### config.mk
export PLATFORM = sky130hd
export DESIGN_NAME = wdg_top
export DESIGN_NICKNAME = d
export VERILOG_FILES = /design/src/rtl/wdg_pkg.sv /design/src/rtl/wdg_regs.sv /design/src/rtl/wdg_counter.sv /design/src/rtl/wdg_response.sv /design/src/rtl/wdg_top.sv
export SDC_FILE = /design/constraint.sdc
export NUM_CORES = 1
export LEC_CHECK = 0
export BUFFER_PORTS_ARGS = -buffer_cell sky130_fd_sc_hd__buf_2
export CELL_PAD_IN_SITES_DETAIL_PLACEMENT = 0
export CELL_PAD_IN_SITES_GLOBAL_PLACEMENT = 2
export CORE_ASPECT_RATIO = 0.7
export CORE_MARGIN = 3
export CORE_UTILIZATION = 33
export DETAILED_ROUTE_END_ITERATION = 8
export GPL_ROUTABILITY_DRIVEN = 0
export HOLD_SLACK_MARGIN = 0.08
export PLACE_DENSITY_LB_ADDON = 0.2
export SKIP_LAST_GASP = 1
export SYNTH_ARGS = -nofsm -noshare
export SYNTH_HDL_FRONTEND = slang
export SYNTH_SLANG_ARGS = --single-unit
### constraint.sdc
create_clock -name clk -period 2.3 [get_ports clk]
set_input_delay 0.115 -clock clk [delete_from_list [all_inputs] [get_ports clk]]
set_output_delay 0.115 -clock clk [all_outputs]
set_load 0.05 [all_outputs]
### src/rtl/wdg_pkg.sv
// Shared constants for the watchdog: register addresses, control field
// positions and the restart key. Assumes a 3-bit register address.
package wdg_pkg;
    localparam int ADDR_W   = 3;
    localparam int SEL_W    = 2;
    localparam int KEY_VAL  = 'h76;
    localparam int CTRL_ON  = 0;
    localparam int CTRL_MD  = 1;
    localparam int CTRL_SEL = 2;

    typedef enum logic [ADDR_W-1:0] {
        REG_LOAD = 3'd0,
        REG_CTRL = 3'd1,
        REG_KICK = 3'd2,
        REG_ICLR = 3'd3,
        REG_STAT = 3'd4,
        REG_CNT  = 3'd5
    } reg_addr_e;
endpackage

### src/rtl/wdg_regs.sv
// Register front end: holds LOAD and CTRL, decodes restart and interrupt-clear
// writes, and drives the registered read port. Assumes DATA_W >= CNT_W and
// DATA_W >= 8. CTRL is write-once: it is locked as soon as the on bit is set.
module wdg_regs
    import wdg_pkg::*;
#(
    parameter int CNT_W  = 16,
    parameter int DATA_W = 16
) (
    input  logic              clk,
    input  logic              rst_n,
    input  logic              wr_en,
    input  logic              rd_en,
    input  logic [ADDR_W-1:0] addr,
    input  logic [DATA_W-1:0] wdata,
    output logic [DATA_W-1:0] rdata,
    input  logic [CNT_W-1:0]  cnt_i,
    input  logic              irq_i,
    input  logic              stage_i,
    input  logic              pulse_i,
    output logic              on_o,
    output logic              mode_o,
    output logic [SEL_W-1:0]  sel_o,
    output logic [CNT_W-1:0]  load_o,
    output logic              reload_o,
    output logic              kick_o,
    output logic              iclr_o
);
    localparam logic [DATA_W-1:0] KEY_W = DATA_W'(KEY_VAL);

    reg_addr_e   a_e;
    logic        ctrl_wr;
    logic        turn_on;

    assign a_e      = reg_addr_e'(addr);
    assign ctrl_wr  = wr_en && (a_e == REG_CTRL) && !on_o;
    assign turn_on  = ctrl_wr && wdata[CTRL_ON];
    assign kick_o   = wr_en && (a_e == REG_KICK) && (wdata == KEY_W);
    assign iclr_o   = wr_en && (a_e == REG_ICLR);
    assign reload_o = kick_o || turn_on;

    // Start value storage; writable at any time, used at the next reload.
    always_ff @(posedge clk) begin
        if (!rst_n)
            load_o <= '0;
        else if (wr_en && (a_e == REG_LOAD))
            load_o <= wdata[CNT_W-1:0];
    end

    // Control storage; accepts writes only while the watchdog is off.
    always_ff @(posedge clk) begin
        if (!rst_n) begin
            on_o   <= 1'b0;
            mode_o <= 1'b0;
            sel_o  <= '0;
        end else if (ctrl_wr) begin
            on_o   <= wdata[CTRL_ON];
            mode_o <= wdata[CTRL_MD];
            sel_o  <= wdata[CTRL_SEL +: SEL_W];
        end
    end

    // Registered read port; a read only samples state.
    always_ff @(posedge clk) begin
        if (!rst_n)
            rdata <= '0;
        else if (rd_en) begin
            case (a_e)
                REG_LOAD: rdata <= DATA_W'(load_o);
                REG_CTRL: rdata <= DATA_W'({sel_o, mode_o, on_o});
                REG_STAT: rdata <= DATA_W'({pulse_i, stage_i, on_o, irq_i});
                REG_CNT:  rdata <= DATA_W'(cnt_i);
                default:  rdata <= '0;
            endcase
        end
    end
endmodule

### src/rtl/wdg_counter.sv
// Down-counter core: decrements on qualified strobes, reloads on request or
// on run-out, and flags a run-out when a step is taken at 1 or 0.
// Assumes cnt_en and pause are synchronous to clk.
module wdg_counter #(
    parameter int CNT_W = 16
) (
    input  logic             clk,
    input  logic             rst_n,
    input  logic             on,
    input  logic             cnt_en,
    input  logic             pause,
    input  logic             reload,
    input  logic [CNT_W-1:0] load,
    output logic [CNT_W-1:0] cnt,
    output logic             expire
);
    localparam logic [CNT_W-1:0] ONE = CNT_W'(1);

    logic step;

    assign step   = on && cnt_en && !pause;
    assign expire = step && (cnt <= ONE);

    // Count state: explicit reload first, then run-out reload, then decrement.
    always_ff @(posedge clk) begin
        if (!rst_n)
            cnt <= '0;
        else if (reload || expire)
            cnt <= load;
        else if (step)
            cnt <= cnt - ONE;
    end
endmodule

### src/rtl/wdg_response.sv
// Run-out response: tracks the armed second stage and the interrupt, and
// stretches a reset trigger into a pulse of 2 << sel cycles.
// Assumes sel is held stable while the watchdog is on.
module wdg_response
    import wdg_pkg::*;
(
    input  logic             clk,
    input  logic             rst_n,
    input  logic             mode,
    input  logic [SEL_W-1:0] sel,
    input  logic             expire,
    input  logic             kick,
    input  logic             iclr,
    output logic             irq,
    output logic             stage,
    output logic             sys_rst
);
    localparam int PLS_W = (1 << SEL_W) + 1;

    logic             fire;
    logic             first;
    logic [PLS_W-1:0] pls_cnt;

    assign first   = expire && !kick && mode && !stage;
    assign fire    = expire && !kick && (!mode || stage);
    assign sys_rst = (pls_cnt != '0);

    // Armed-stage flag: set by a first-stage run-out, cleared by restart or reset.
    always_ff @(posedge clk) begin
        if (!rst_n)
            stage <= 1'b0;
        else if (kick || fire)
            stage <= 1'b0;
        else if (first)
            stage <= 1'b1;
    end

    // Interrupt flag: reset pulse clears, first stage sets, software clear last.
    always_ff @(posedge clk) begin
        if (!rst_n)
            irq <= 1'b0;
        else if (fire)
            irq <= 1'b0;
        else if (first)
            irq <= 1'b1;
        else if (iclr)
            irq <= 1'b0;
    end

    // Pulse stretcher: loads the selected length on a trigger, then counts down.
    always_ff @(posedge clk) begin
        if (!rst_n)
            pls_cnt <= '0;
        else if (fire)
            pls_cnt <= PLS_W'(2) << sel;
        else if (pls_cnt != '0)
            pls_cnt <= pls_cnt - PLS_W'(1);
    end
endmodule

### src/rtl/wdg_top.sv
// Two-stage watchdog top: joins the register front end, the counter core and
// the run-out response. Assumes a single clock and synchronous active-low reset.
module wdg_top
    import wdg_pkg::*;
#(
    parameter int CNT_W  = 16,
    parameter int DATA_W = 16
) (
    input  logic              clk,
    input  logic              rst_n,
    input  logic              wr_en,
    input  logic              rd_en,
    input  logic [2:0]        addr,
    input  logic [DATA_W-1:0] wdata,
    output logic [DATA_W-1:0] rdata,
    input  logic              cnt_en,
    input  logic              pause,
    output logic              irq,
    output logic              sys_rst
);
    logic             on;
    logic             mode;
    logic [SEL_W-1:0] sel;
    logic [CNT_W-1:0] load;
    logic [CNT_W-1:0] cnt;
    logic             reload;
    logic             kick;
    logic             iclr;
    logic             expire;
    logic             stage;

    wdg_regs #(.CNT_W(CNT_W), .DATA_W(DATA_W)) u_regs (
        .clk(clk), .rst_n(rst_n), .wr_en(wr_en), .rd_en(rd_en),
        .addr(addr), .wdata(wdata), .rdata(rdata),
        .cnt_i(cnt), .irq_i(irq), .stage_i(stage), .pulse_i(sys_rst),
        .on_o(on), .mode_o(mode), .sel_o(sel), .load_o(load),
        .reload_o(reload), .kick_o(kick), .iclr_o(iclr)
    );

    wdg_counter #(.CNT_W(CNT_W)) u_cnt (
        .clk(clk), .rst_n(rst_n), .on(on), .cnt_en(cnt_en), .pause(pause),
        .reload(reload), .load(load), .cnt(cnt), .expire(expire)
    );

    wdg_response u_resp (
        .clk(clk), .rst_n(rst_n), .mode(mode), .sel(sel), .expire(expire),
        .kick(kick), .iclr(iclr), .irq(irq), .stage(stage), .sys_rst(sys_rst)
    );
endmodule

After elaboration in Yosys (flattened, before gate mapping)
Cells that the tools add are included.
{"block": "word_totals", "regBits": 59, "inputBits": 25, "output_inout_bits": 18, "wordCells": 57}
{"block": "op_classes", "add_sub_neg": 2, "magnitude_cmp": 1, "eq_ne": 6, "shifts": 1, "muxes": 7, "bitwise": 1, "n_reduce_logical": 30}
{"operator": "$pmux 16 s4", "n": 1}
{"operator": "$mux 16", "n": 2}
{"operator": "$eq 16x7->1 const B", "n": 1}
{"operator": "$le 16x1->1 const B", "n": 1}
{"operator": "$sub 16x1->16 const B", "n": 1}
{"operator": "$logic_and 1x1->1", "n": 14}
{"operator": "$mux 5", "n": 2}
{"operator": "$eq 3x2->1 const B", "n": 2}
{"operator": "$eq 3x3->1 const B", "n": 2}
{"operator": "$reduce_bool 2->1", "n": 3}
{"operator": "$logic_not 1->1", "n": 5}
{"operator": "$reduce_bool 5->1", "n": 1}
{"operator": "$shl 2x2->5 const A", "n": 1}
{"operator": "$sub 5x1->5 const B", "n": 1}
{"operator": "$logic_or 1x1->1", "n": 4}
{"operator": "$reduce_or 2->1", "n": 2}
{"operator": "$eq 3x1->1 const B", "n": 1}
{"operator": "$logic_not 3->1", "n": 1}
{"operator": "$mux 1", "n": 2}
{"operator": "$not 1->1", "n": 1}

Depth between registers and ports, before layout
Gate-level depths: netlist of run 1.
{"block": "logic_depth", "ltp_word": 8, "mapped_depth": 8, "mapped_depth_nobuf": 7}

Cells and area by module
A second synthesis of run 1 with hierarchy kept.
{"block": "unflattened", "hier_cells": 395, "hier_area_um2": 3246.9}
{"module": "wdg_regs", "instances": 1, "cells_each": 215, "area_each_um2": 1775.5, "seq_area_each_um2": 720.7}
{"module": "wdg_counter", "instances": 1, "cells_each": 137, "area_each_um2": 1087.3, "seq_area_each_um2": 320.3}
{"module": "wdg_response", "instances": 1, "cells_each": 43, "area_each_um2": 384.1, "seq_area_each_um2": 140.1}

Worst setup path before layout of run 1
OpenSTA, ideal clock, no wires.
{"block": "synth_path", "kind": "register to register", "start": "register u_resp.pls_cnt[0]", "end": "register u_regs.rdata[3]", "setup_ns": 0.128, "arrival_time_ns": 1.890, "required_ns": 2.172, "setup_slack_ns": 0.282, "path_stages_with_launch": 8, "n_path_buf": 0, "synth_period_minus_slack_ns": 2.018, "path_cell_list": "dfxtp_1 > inv_1 > ha_1 > nor4b_2 > inv_1 > mux4_2 > a21oi_1 > nor2_1"}
{"block": "synth_via", "elab_chain_len": 2}
{"item": "start, declared", "line_no": "wdg_response.sv:22", "rtl": "logic [PLS_W-1:0] pls_cnt;"}
{"item": "start signal, assigned", "line_no": "wdg_response.sv:55", "rtl": "pls_cnt <= PLS_W'(2) << sel;"}
{"item": "start signal, assigned", "line_no": "wdg_response.sv:57", "rtl": "pls_cnt <= pls_cnt - PLS_W'(1);"}
{"item": "$reduce_bool 5->1", "line_no": "wdg_response.sv:26", "rtl": "assign sys_rst = (pls_cnt != '0);"}
{"item": "via sys_rst", "line_no": "wdg_top.sv:19", "rtl": "output logic sys_rst"}
{"item": "$pmux 16 s4", "line_no": "wdg_regs.sv:68", "rtl": "case (a_e)"}
{"item": "end signal, assigned", "line_no": "wdg_regs.sv:69", "rtl": "REG_LOAD: rdata <= DATA_W'(load_o);"}
{"item": "end signal, assigned", "line_no": "wdg_regs.sv:70", "rtl": "REG_CTRL: rdata <= DATA_W'({sel_o, mode_o, on_o});"}
{"item": "end signal, assigned", "line_no": "wdg_regs.sv:71", "rtl": "REG_STAT: rdata <= DATA_W'({pulse_i, stage_i, on_o, irq_i});"}
{"item": "end, declared", "line_no": "wdg_regs.sv:16", "rtl": "output logic [DATA_W-1:0] rdata,"}
The timed path passes the listed nets, and every way through them passes these cells.
A chain may end at the register's enable or synchronous reset.

Worst setup path in the final report of run 1
{"block": "layout_path", "start": "register u_cnt.cnt[9]", "end": "register u_cnt.cnt[15]"}
{"block": "layout_via", "elab_chain_len": 4, "elab_cells_between_ends": 7, "cone_classes": "add/sub: 1; order compare: 1; mux: 2; reduce/logical: 3"}
{"item": "start, declared", "line_no": "wdg_counter.sv:14", "rtl": "output logic [CNT_W-1:0] cnt,"}
{"item": "start signal, assigned", "line_no": "wdg_counter.sv:29", "rtl": "cnt <= load;"}
{"item": "start signal, assigned", "line_no": "wdg_counter.sv:31", "rtl": "cnt <= cnt - ONE;"}
{"item": "$le 16x1->1", "line_no": "wdg_counter.sv:22", "rtl": "assign expire = step && (cnt <= ONE);"}
{"item": "$logic_and 1x1->1", "line_no": "wdg_counter.sv:22"}
{"item": "$logic_or 1x1->1", "line_no": "wdg_counter.sv:28", "rtl": "else if (reload || expire)"}
{"item": "$mux 16 / $reduce_bool 2->1 (equally long branches)"}
Several ways; a longest one is shown, not always the timed one. The select of a mux whose other input is x is not followed.

==> qor.yml, run 1 <==
worst_setup_path:
  crit_path_start_kind: "register"
  path_class: "reg2reg"
  worstPathArrival_ns: 2.30
  crit_fanout: 6
  endpoint_kind: "register"
  cp.required_ns: 2.50
power:
  seq_power_share: 0.342
  power.switching_mw: 0.9065
  combPwrFrac: 0.195
  switching_share: 0.2696
  p_leak_nw: 1.507
  power_mw: 3.362
  clock_power_share: 0.463
  intPower_mw: 2.456
  irDropWorstVdd_uv: 360.3
  cellPowerDensity_mw_per_mm2: 865.4
timing:
  holdWs_ns: 0.2161
  tightest_slew_ns: 0.6727
  setup_viol_count_final: 0
  finalCriticalPeriod_ns: 2.101
  final.setup.tns_ns: 0
  fin_skew_ns: 0.008803
  slew_headroom: 0.5515
  fmaxAchievable_ghz: 0.4760
  fin_crit_sh: 0.9133
  rsz0062_at_grt: "false"
  hold_violations: 0
  finalWorstSetupSlack_ns: 0.1994
  slew_violations: 0
grt:
  grt_use_total: 0.1889
  grt_max_degree: 47
  grt_pass1_vias: 2734
  grt_pass1_wl_um: 15030
  gr-total-overflow: 0
  antenna_found_initial: 0
final_layout:
  final_cell_area_mm2: 0.003885
  nets: 461
  multi_input_area_mm2: 0.001687
  utilization: 0.4490
  instances_no_fill: 557
  fill_cells: 900
  register_area_mm2: 0.001181
  antenna-diode-count: 0
  area_growth_pct: 28.95
  drive_gt1_frac: 0.1922
die:
  initial_core_util: 0.3482
  die_y_um: 85.95
  rows: 28
  core-area_mm2: 0.008653
  fp.dieArea_mm2: 0.01033
  chipWidth_um: 120.2
  pin_count: 43
yosys:
  syn_inst: 373
  ys_dominant_reg_cell: "dfxtp_1"
  synth_area_per_cell_um2: 8.077
  async_reset_ff_frac: 0
  synth-edff-count: 0
  seq_area_frac_synth: 0.3920
  ys_types: 44
  yosys_warnings: 0
  ys_ff_latch: 59
  syn-num-nets: 402
  syn_area_mm2: 0.003013
flow_run:
  drv_cap: 0
placement:
  place_ws_ns: 0.2033
  dp_hpwl_um: 6627
  portBuffers: 42
  placedCellCount: 524
  placed_area_mm2: 0.003367
cts:
  root_buffer: "clkbuf_16"
  clockBufferDepth: 2
  clk_latency_ns: 0.33
  htreeDepth: 3
  post-cts-setup-buffer-count: 0
  cts.reportedPaths.clkPinSlew_ns: 0.05
  clock-sinks: 59
  cts_tree: "built"
  numCtsBuffers: 9
routing:
  first_iter_violations: 284
  routedWlPerCell_um: 16.57
  route.detailed.drc: 0
  vias: 2937
  drt-pass1-iter-count: 7
  detail-route-antenna-nets: 0
  wl_um: 9227
  drt-vias-per-instance: 5.273
outcome:
  status: "finished clean"
hold_path:
  hp-class: "in2reg"
## worst max-delay path: stages, from the launching register on
cell and delay, ns:
dfxtp_1 0.35, or4_4 0.57, or4b_4 0.54, or3_1 0.33, nand4_1 0.10, a31oi_1 0.08
## cells in the mapped netlist, types with 2 or more instances
library cell	instances	area share
mux2i_1	4	0.013
a31oi_1	6	0.012
buf_6	3	0.011
a31o_1	3	0.0087
dfxtp_1	59	0.39
clkbuf_1	16	0.020
mux4_2	4	0.030
and3_1	2	0.0042
or3_1	4	0.0083
o21ai_0	9	0.015
nand3_1	10	0.017
nand4_1	9	0.019
xnor2_1	10	0.029
buf_2	3	0.0050
nor3_1	8	0.013
inv_1	9	0.011
and2_1	2	0.0042
nor4_1	6	0.012
buf_1	2	0.0025
or4_4	2	0.0075
nor2b_1	7	0.015
xor2_1	6	0.017
nand2b_1	2	0.0042
ha_1	4	0.017
or4b_4	2	0.0091
a21oi_1	51	0.085
a211oi_1	10	0.025
nand2_1	45	0.056
a22oi_1	12	0.030
nor2_1	47	0.059
nand3b_1	3	0.0075
## logic make-up (layout without fill, tap and decap cells)
kind of cell,Yosys count,count (layout),synth area share
AOI/OAI and AO/OA,96,96,0.1914
xor gates and xnor gates,16,16,0.04651
adders and majority gates,4,4,0.01661
buffers and inverters,33,97,0.04983
DFF,59,59,0.3920
muxes,8,8,0.04319
and+or+nand+nor,157,157,0.2604
## path summary, 6_finish.rpt
kind	endpoint	slack (ns)	from	depth (start not counted)
min reg2reg	u_regs.load_o[13]	0.47	u_regs.load_o[13]	2
min	u_regs.rdata[0]	0.22	rd_en	4
max	u_cnt.cnt[15]	0.20	u_cnt.cnt[9]	5
max reg2reg	u_cnt.cnt[15]	0.20	u_cnt.cnt[9]	5
## sequential cells by signal (all words and copies together) (netlist names)
signal / flops
u_cnt.cnt: 16
u_regs.load_o: 16
u_regs.mode_o: 1
u_regs.on_o: 1
u_regs.rdata: 16
u_regs.sel_o: 2
u_resp.irq: 1
u_resp.pls_cnt: 5
u_resp.stage: 1
## power groups by stage
stage          Clock (mW)  Combinational [mW]  Sequential (mW)
6_report             1.56               0.657             1.15
5_1_grt              1.64               0.727             1.16
4_1_cts              1.58               0.657             1.15
3_5_place_dp            0               0.630             1.17
3_3_place_gp            0               0.636             1.17
2_1_floorplan           0               0.485             1.16
## placed cells by master, fill, tap and decap left out, drive strengths merged, types with 6 or more instances in the layout
cell,count
dfxtp,59
buf,55
a21oi,51
nor2,48
nand2,45
dlygate4sd3,17
a22oi,12
clkbuf,11
nand3,10
xnor2,10
a211oi,10
inv,9
nand4,9
o21ai,9
nor3,8
nor2b,7
nor4,6
a31oi,6
xor2,6
## metal layers
| layer | vias to the layer above | track usage | part of all wire |
|---|---|---|---|
| met1 | 1385 | 0.2983 | 0.55 |
| li1 | 1451 | - | - |
| met2 | 92 | 0.2487 | 0.39 |
| met4 | 0 | 0.04782 | 0.0087 |
| met5 | - | 0 | 0 |
| met3 | 9 | 0.04812 | 0.059 |
## timing repair
| item | in CTS | in global routing |
|---|---|---|
| hold endpoints to repair | 22 | 0 |
| gates resized for setup | 0 | 1 |
| endpoints found under the setup margin | 0 | 3 |
| hold buffers | 17 | 0 |
## final cells by class
class | count | share of cell area
multi-input cells | 281 | 0.4341
flip-flops and latches | 59 | 0.3040
repair buffers | 72 | 0.1262
clock buffers | 11 | 0.06248
well taps | 120 | 0.03865
clock inverters | 5 | 0.02576
inverters | 9 | 0.008696
(Power assumes the default switching activity.)
==> run 2, diff against run 1 <==
--- a/config.mk
+++ b/config.mk
@@ -15,6 +15,7 @@
 export GPL_ROUTABILITY_DRIVEN = 0
 export HOLD_SLACK_MARGIN = 0.08
 export PLACE_DENSITY_LB_ADDON = 0.2
+export RECOVER_POWER = 50
 export SKIP_LAST_GASP = 1
 export SYNTH_ARGS = -nofsm -noshare
 export SYNTH_HDL_FRONTEND = slang
==> constraint.sdc (replaced) <==
create_clock -name clk -period 2.3 [get_ports clk]
set_input_delay 0.115 -clock clk [delete_from_list [all_inputs] [get_ports clk]]
set_output_delay 0.115 -clock clk [all_outputs]
set_load 0.02 [all_outputs]
==> qor.yml, run 2 (synthesized netlist as in run 1, its figures left out) <==
die:
  rows: 28
  core-area_mm2: 0.008653
  pin_count: 43
  die_y_um: 85.95
  fp.dieArea_mm2: 0.01033
  initial_core_util: 0.3482
  chipWidth_um: 120.2
final_layout:
  register_area_mm2: 0.001181
  biggestRegsByFlops: "u_cnt.cnt (16), u_regs.load_o (16), u_regs.rdata (16)"
  drive_gt1_frac: 0.1465
  antenna-diode-count: 0
  nets: 461
  final_cell_mix: "59 x dfxtp_1, 51 x a21oi_1, 47 x nor2_1, 45 x nand2_1, 23 x buf_2"
  final_cell_area_mm2: 0.003842
  area_growth_pct: 27.53
  multi_input_area_mm2: 0.001683
  final_common_cell: "dfxtp_1"
  fill_cells: 905
cts:
  clock-sinks: 59
  cts_tree: "built"
  clk_latency_ns: 0.33
  numCtsBuffers: 9
  post-cts-setup-buffer-count: 0
  clockBufferDepth: 2
  root_buffer: "clkbuf_16"
  cts.reportedPaths.clkPinSlew_ns: 0.05
  htreeDepth: 3
worst_setup_path:
  crit_family: "simple AND/OR/NAND/NOR gates"
  crit_path_start: "u_cnt.cnt[9]"
  endpoint_kind: "register"
  worstPathArrival_ns: 2.30
  crit_chain: "or4_4 > or4b_4 > or3_1 > nand4_1 > a31oi_1"
  crit_path_top_delay_cell: "or4_4"
  cp.required_ns: 2.47
  crit_path_start_kind: "register"
  path_class: "reg2reg"
  rr_endpoint: "u_cnt.cnt[15]"
  crit_fanout: 6
  path_buf_inv: 0
  reg2reg_from: "u_cnt.cnt[9]"
  r2r_slack_ns: 0.17
  crit_path_end: "u_cnt.cnt[15]"
  cp.depth: 5
  slowest_delay_ns: 0.57
  ff2ff_path_depth: 5
grt:
  antenna_found_initial: 0
  grt_max_degree: 47
  grt_pass1_vias: 2734
  gr-total-overflow: 0
  grt_use_total: 0.1889
  grt_pass1_wl_um: 15030
placement:
  portBuffers: 42
  dp_hpwl_um: 6627
  placed_area_mm2: 0.003367
hold_path:
  min_from: "rd_en"
  hold_depth: 4
  hp-class: "in2reg"
routing:
  drt-pass1-iter-count: 5
  routedWlPerCell_um: 16.67
  drt-vias-per-instance: 5.269
  first_iter_violations: 255
  wl_um: 9287
  detail-route-antenna-nets: 0
  vias: 2935
  route.detailed.drc: 0
flow_run:
  drv_cap: 0
timing:
  hold_violations: 0
  setup_viol_count_final: 0
  tightest_slew_ns: 1.016
  finalCriticalPeriod_ns: 2.132
  fin_skew_ns: 0.008466
  slew_violations: 0
  slew_headroom: 0.3225
  fmaxAchievable_ghz: 0.4691
  final.setup.tns_ns: 0
  rsz0062_at_grt: "false"
  fin_crit_sh: 0.9268
outcome:
  status: "finished clean"
power:
  cellPowerDensity_mw_per_mm2: 863.6
  p_leak_nw: 1.420
  irDropWorstVdd_uv: 359.2
-- run 2: cell types whose count changed in the layout (fill, tap and decap cells not counted), sizes merged --
cell	change
buf	-20
clkbuf	+20
-- run 2: routing by layer --
layer,track usage,vias up,wire length [µm]
li1,-,1447,-
met1,0.2983,1376,4941
met2,0.2487,101,3613
met3,0.04812,11,643
met4,0.04782,0,87
met5,0,-,0
-- run 2: layout make-up --
type | instances | share of cell area
Multi-Input combinational cell | 281 | 0.4380
Clock inverter | 5 | 0.02605
Tap cell | 120 | 0.03908
Sequential cell | 59 | 0.3074
Clock buffer | 11 | 0.06317
Timing Repair Buffer | 72 | 0.1176
Inverter | 9 | 0.008792
-- run 2: timing repair --
action | 4_1_cts | 5_1_grt
hold endpoints to repair | 22 | 0
resized for setup | 0 | 1
hold buffers | 17 | 0
setup endpoints to repair | 0 | 3
-- run 2: power breakdown --
part,internal (mW),switching [mW]
Combinational,0.285,0.325
Clock,1.08,0.475
Sequential,1.08,0.0665
-- run 2: worst min-delay path by stage --
stage,slack [ns],endpoint
3_5_place_dp,0.38,u_regs.load_o[4]
6_report,0.21,u_regs.rdata[0]
5_1_grt,0.25,u_regs.rdata[2]
4_1_cts,0.20,u_regs.rdata[0]
2_1_floorplan,0.23,u_resp.stage
3_3_place_gp,0.37,u_regs.load_o[4]
-- run 2: metrics by stage --
step	power, mW	setup WS (ns)	hold WS [ns]	utilization	std cells
floorplan	1.599	0.2973	0.2311	-	373
finish	3.318	0.1683	0.2146	0.4440	557
CTS	3.345	0.07075	0.2043	0.4484	557
detailed placement	1.756	0.2033	0.3754	0.3891	524
global placement	1.766	0.2358	0.3717	0.3891	524
global route	3.470	0.08372	0.2494	0.4440	557
-- run 2: tightest hold or removal path: stages --
cell and delay [ns]:
buf_2 0.15, nor2b_1 0.12, a21oi_1 0.05, nor2_1 0.07
==> run 3, diff against run 2 <==
--- a/config.mk
+++ b/config.mk
@@ -5,7 +5,7 @@
 export SDC_FILE = /design/constraint.sdc
 export NUM_CORES = 1
 export LEC_CHECK = 0
-export BUFFER_PORTS_ARGS = -buffer_cell sky130_fd_sc_hd__buf_2
+export BUFFER_PORTS_ARGS = -buffer_cell sky130_fd_sc_hd__buf_4
 export CELL_PAD_IN_SITES_DETAIL_PLACEMENT = 0
 export CELL_PAD_IN_SITES_GLOBAL_PLACEMENT = 2
 export CORE_ASPECT_RATIO = 0.7
==> qor.yml, run 3 (synthesized netlist as in run 1, its figures left out) <==
outcome:
  status: "finished clean"
die:
  initial_core_util: 0.3482
  chipWidth_um: 120.2
  fp.dieArea_mm2: 0.01033
  pin_count: 43
  core-area_mm2: 0.008653
  die_y_um: 85.95
  rows: 28
worst_setup_path:
  crit_chain: "inv_1 > ha_1 > nor2_1 > nor4_1 > buf_4 > and3_1 > nor2_2 > a211oi_1"
  crit_path_top_delay_cell: "nor2_2"
  worstPathArrival_ns: 2.32
  crit_path_start_kind: "register"
  path_class: "reg2reg"
  rr_endpoint: "u_cnt.cnt[2]"
  crit_fanout: 10
  reg2reg_from: "u_cnt.cnt[0]"
  cp.required_ns: 2.49
  crit_path_end: "u_cnt.cnt[2]"
  slowest_delay_ns: 0.50
  endpoint_kind: "register"
  ff2ff_path_depth: 8
  r2r_slack_ns: 0.16
  cp.depth: 8
  path_buf_inv: 2
  crit_family: "simple AND/OR/NAND/NOR gates"
  crit_path_start: "u_cnt.cnt[0]"
timing:
  slew_violations: 0
  fmaxAchievable_ghz: 0.4683
  final.setup.tns_ns: 0
  hold_violations: 0
  holdWs_ns: 0.1698
  rsz0062_at_grt: "false"
  fin_crit_sh: 0.9284
  setup_viol_count_final: 0
  finalCriticalPeriod_ns: 2.135
  fin_skew_ns: 0.005755
  slew_headroom: 0.5714
  finalWorstSetupSlack_ns: 0.1646
  tightest_slew_ns: 0.6429
cts:
  cts_tree: "built"
  cts.reportedPaths.clkPinSlew_ns: 0.05
  htreeDepth: 3
  numCtsBuffers: 9
  clock-sinks: 59
  clk_latency_ns: 0.33
  post-cts-setup-buffer-count: 0
  root_buffer: "clkbuf_16"
  clockBufferDepth: 2
power:
  cellPowerDensity_mw_per_mm2: 810.0
  clock_power_share: 0.427
  irDropWorstVdd_uv: 338.5
  intPower_mw: 2.251
  power.switching_mw: 0.8793
  p_leak_nw: 1.416
  seq_power_share: 0.369
  switching_share: 0.2809
  combPwrFrac: 0.204
placement:
  placed_area_mm2: 0.003457
  portBuffers: 42
  place_ws_ns: 0.1918
  dp_hpwl_um: 6697
  placedCellCount: 522
grt:
  grt_pass1_vias: 2748
  grt_pass1_wl_um: 15260
  gr-total-overflow: 0
  grt_use_total: 0.1929
  grt_max_degree: 41
  antenna_found_initial: 0
routing:
  route.detailed.drc: 0
  vias: 2937
  first_iter_violations: 263
  routedWlPerCell_um: 17.22
  drt-pass1-iter-count: 5
  wl_um: 9557
  detail-route-antenna-nets: 0
  drt-vias-per-instance: 5.292
final_layout:
  instances_no_fill: 555
  final_cell_mix: "59 x dfxtp_1, 51 x a21oi_1, 47 x nor2_1, 45 x nand2_1, 34 x buf_4"
  nets: 459
  multi_input_area_mm2: 0.001692
  biggestRegsByFlops: "u_cnt.cnt (16), u_regs.load_o (16), u_regs.rdata (16)"
  antenna-diode-count: 0
  final_cell_area_mm2: 0.003865
  fill_cells: 901
  final_common_cell: "dfxtp_1"
  register_area_mm2: 0.001181
  drive_gt1_frac: 0.1448
  area_growth_pct: 28.28
hold_path:
  hp-class: "in2reg"
flow_run:
  drv_cap: 0
run 3: final cells by class:
| class | count | area share |
|---|---|---|
| multi-input combinational | 281 | 0.4377 |
| sequential | 59 | 0.3056 |
| timing repair buffer | 70 | 0.1327 |
| clock buffer | 11 | 0.06280 |
| tap | 120 | 0.03885 |
| clock inverter | 5 | 0.01360 |
| inverter | 9 | 0.008741 |
run 3: what timing repair did:
item                                    4_1_cts  5_1_grt
resized for setup                             0        2
hold buffers                                 17        0
endpoints found under the hold margin        22        0
endpoints found under the setup margin        0        7
run 3: how the worst min path moves through the flow:
stage / from / end / cells after the start
after floorplan: rst_n / u_resp.stage / 2
after global placement: rst_n / u_resp.pls_cnt[4] / 2
after detailed placement: rst_n / u_resp.pls_cnt[4] / 2
after CTS: rd_en / u_regs.rdata[3] / 4
after global routing: rd_en / u_regs.rdata[2] / 4
final: rd_en / u_regs.rdata[3] / 4
run 3: power groups by stage:
stage                     sequential, mW  combinational (mW)  clock (mW)
after global routing                1.16               0.712        1.42
after floorplan                     1.15               0.446           0
after global placement              1.18               0.613           0
after CTS                           1.15               0.646        1.37
after detailed placement            1.17               0.617           0
final                               1.15               0.640        1.34
run 3: tightest hold or removal path: cells and delay by family:
kind	cells	cell delay [ns]
AOI/OAI and AO/OA	1	0.11
buffers and inverters	1	0.14
and+or+nand+nor	2	0.10
run 3: metrics by stage:
step	util	power, mW
after global placement	0.3995	1.788
after global routing	0.4466	3.295
after floorplan	-	1.599
after detailed placement	0.3995	1.790
final	0.4466	3.131
after CTS	0.4533	3.165
run 3: per-layer routing:
| layer | wire (µm) | vias to the layer above | GRT usage |
|---|---|---|---|
| li1 | - | 1445 | - |
| met1 | 5048 | 1382 | 0.2961 |
| met2 | 3688 | 105 | 0.2508 |
| met3 | 757 | 5 | 0.07053 |
| met4 | 62 | 0 | 0.04366 |
| met5 | 0 | - | 0 |
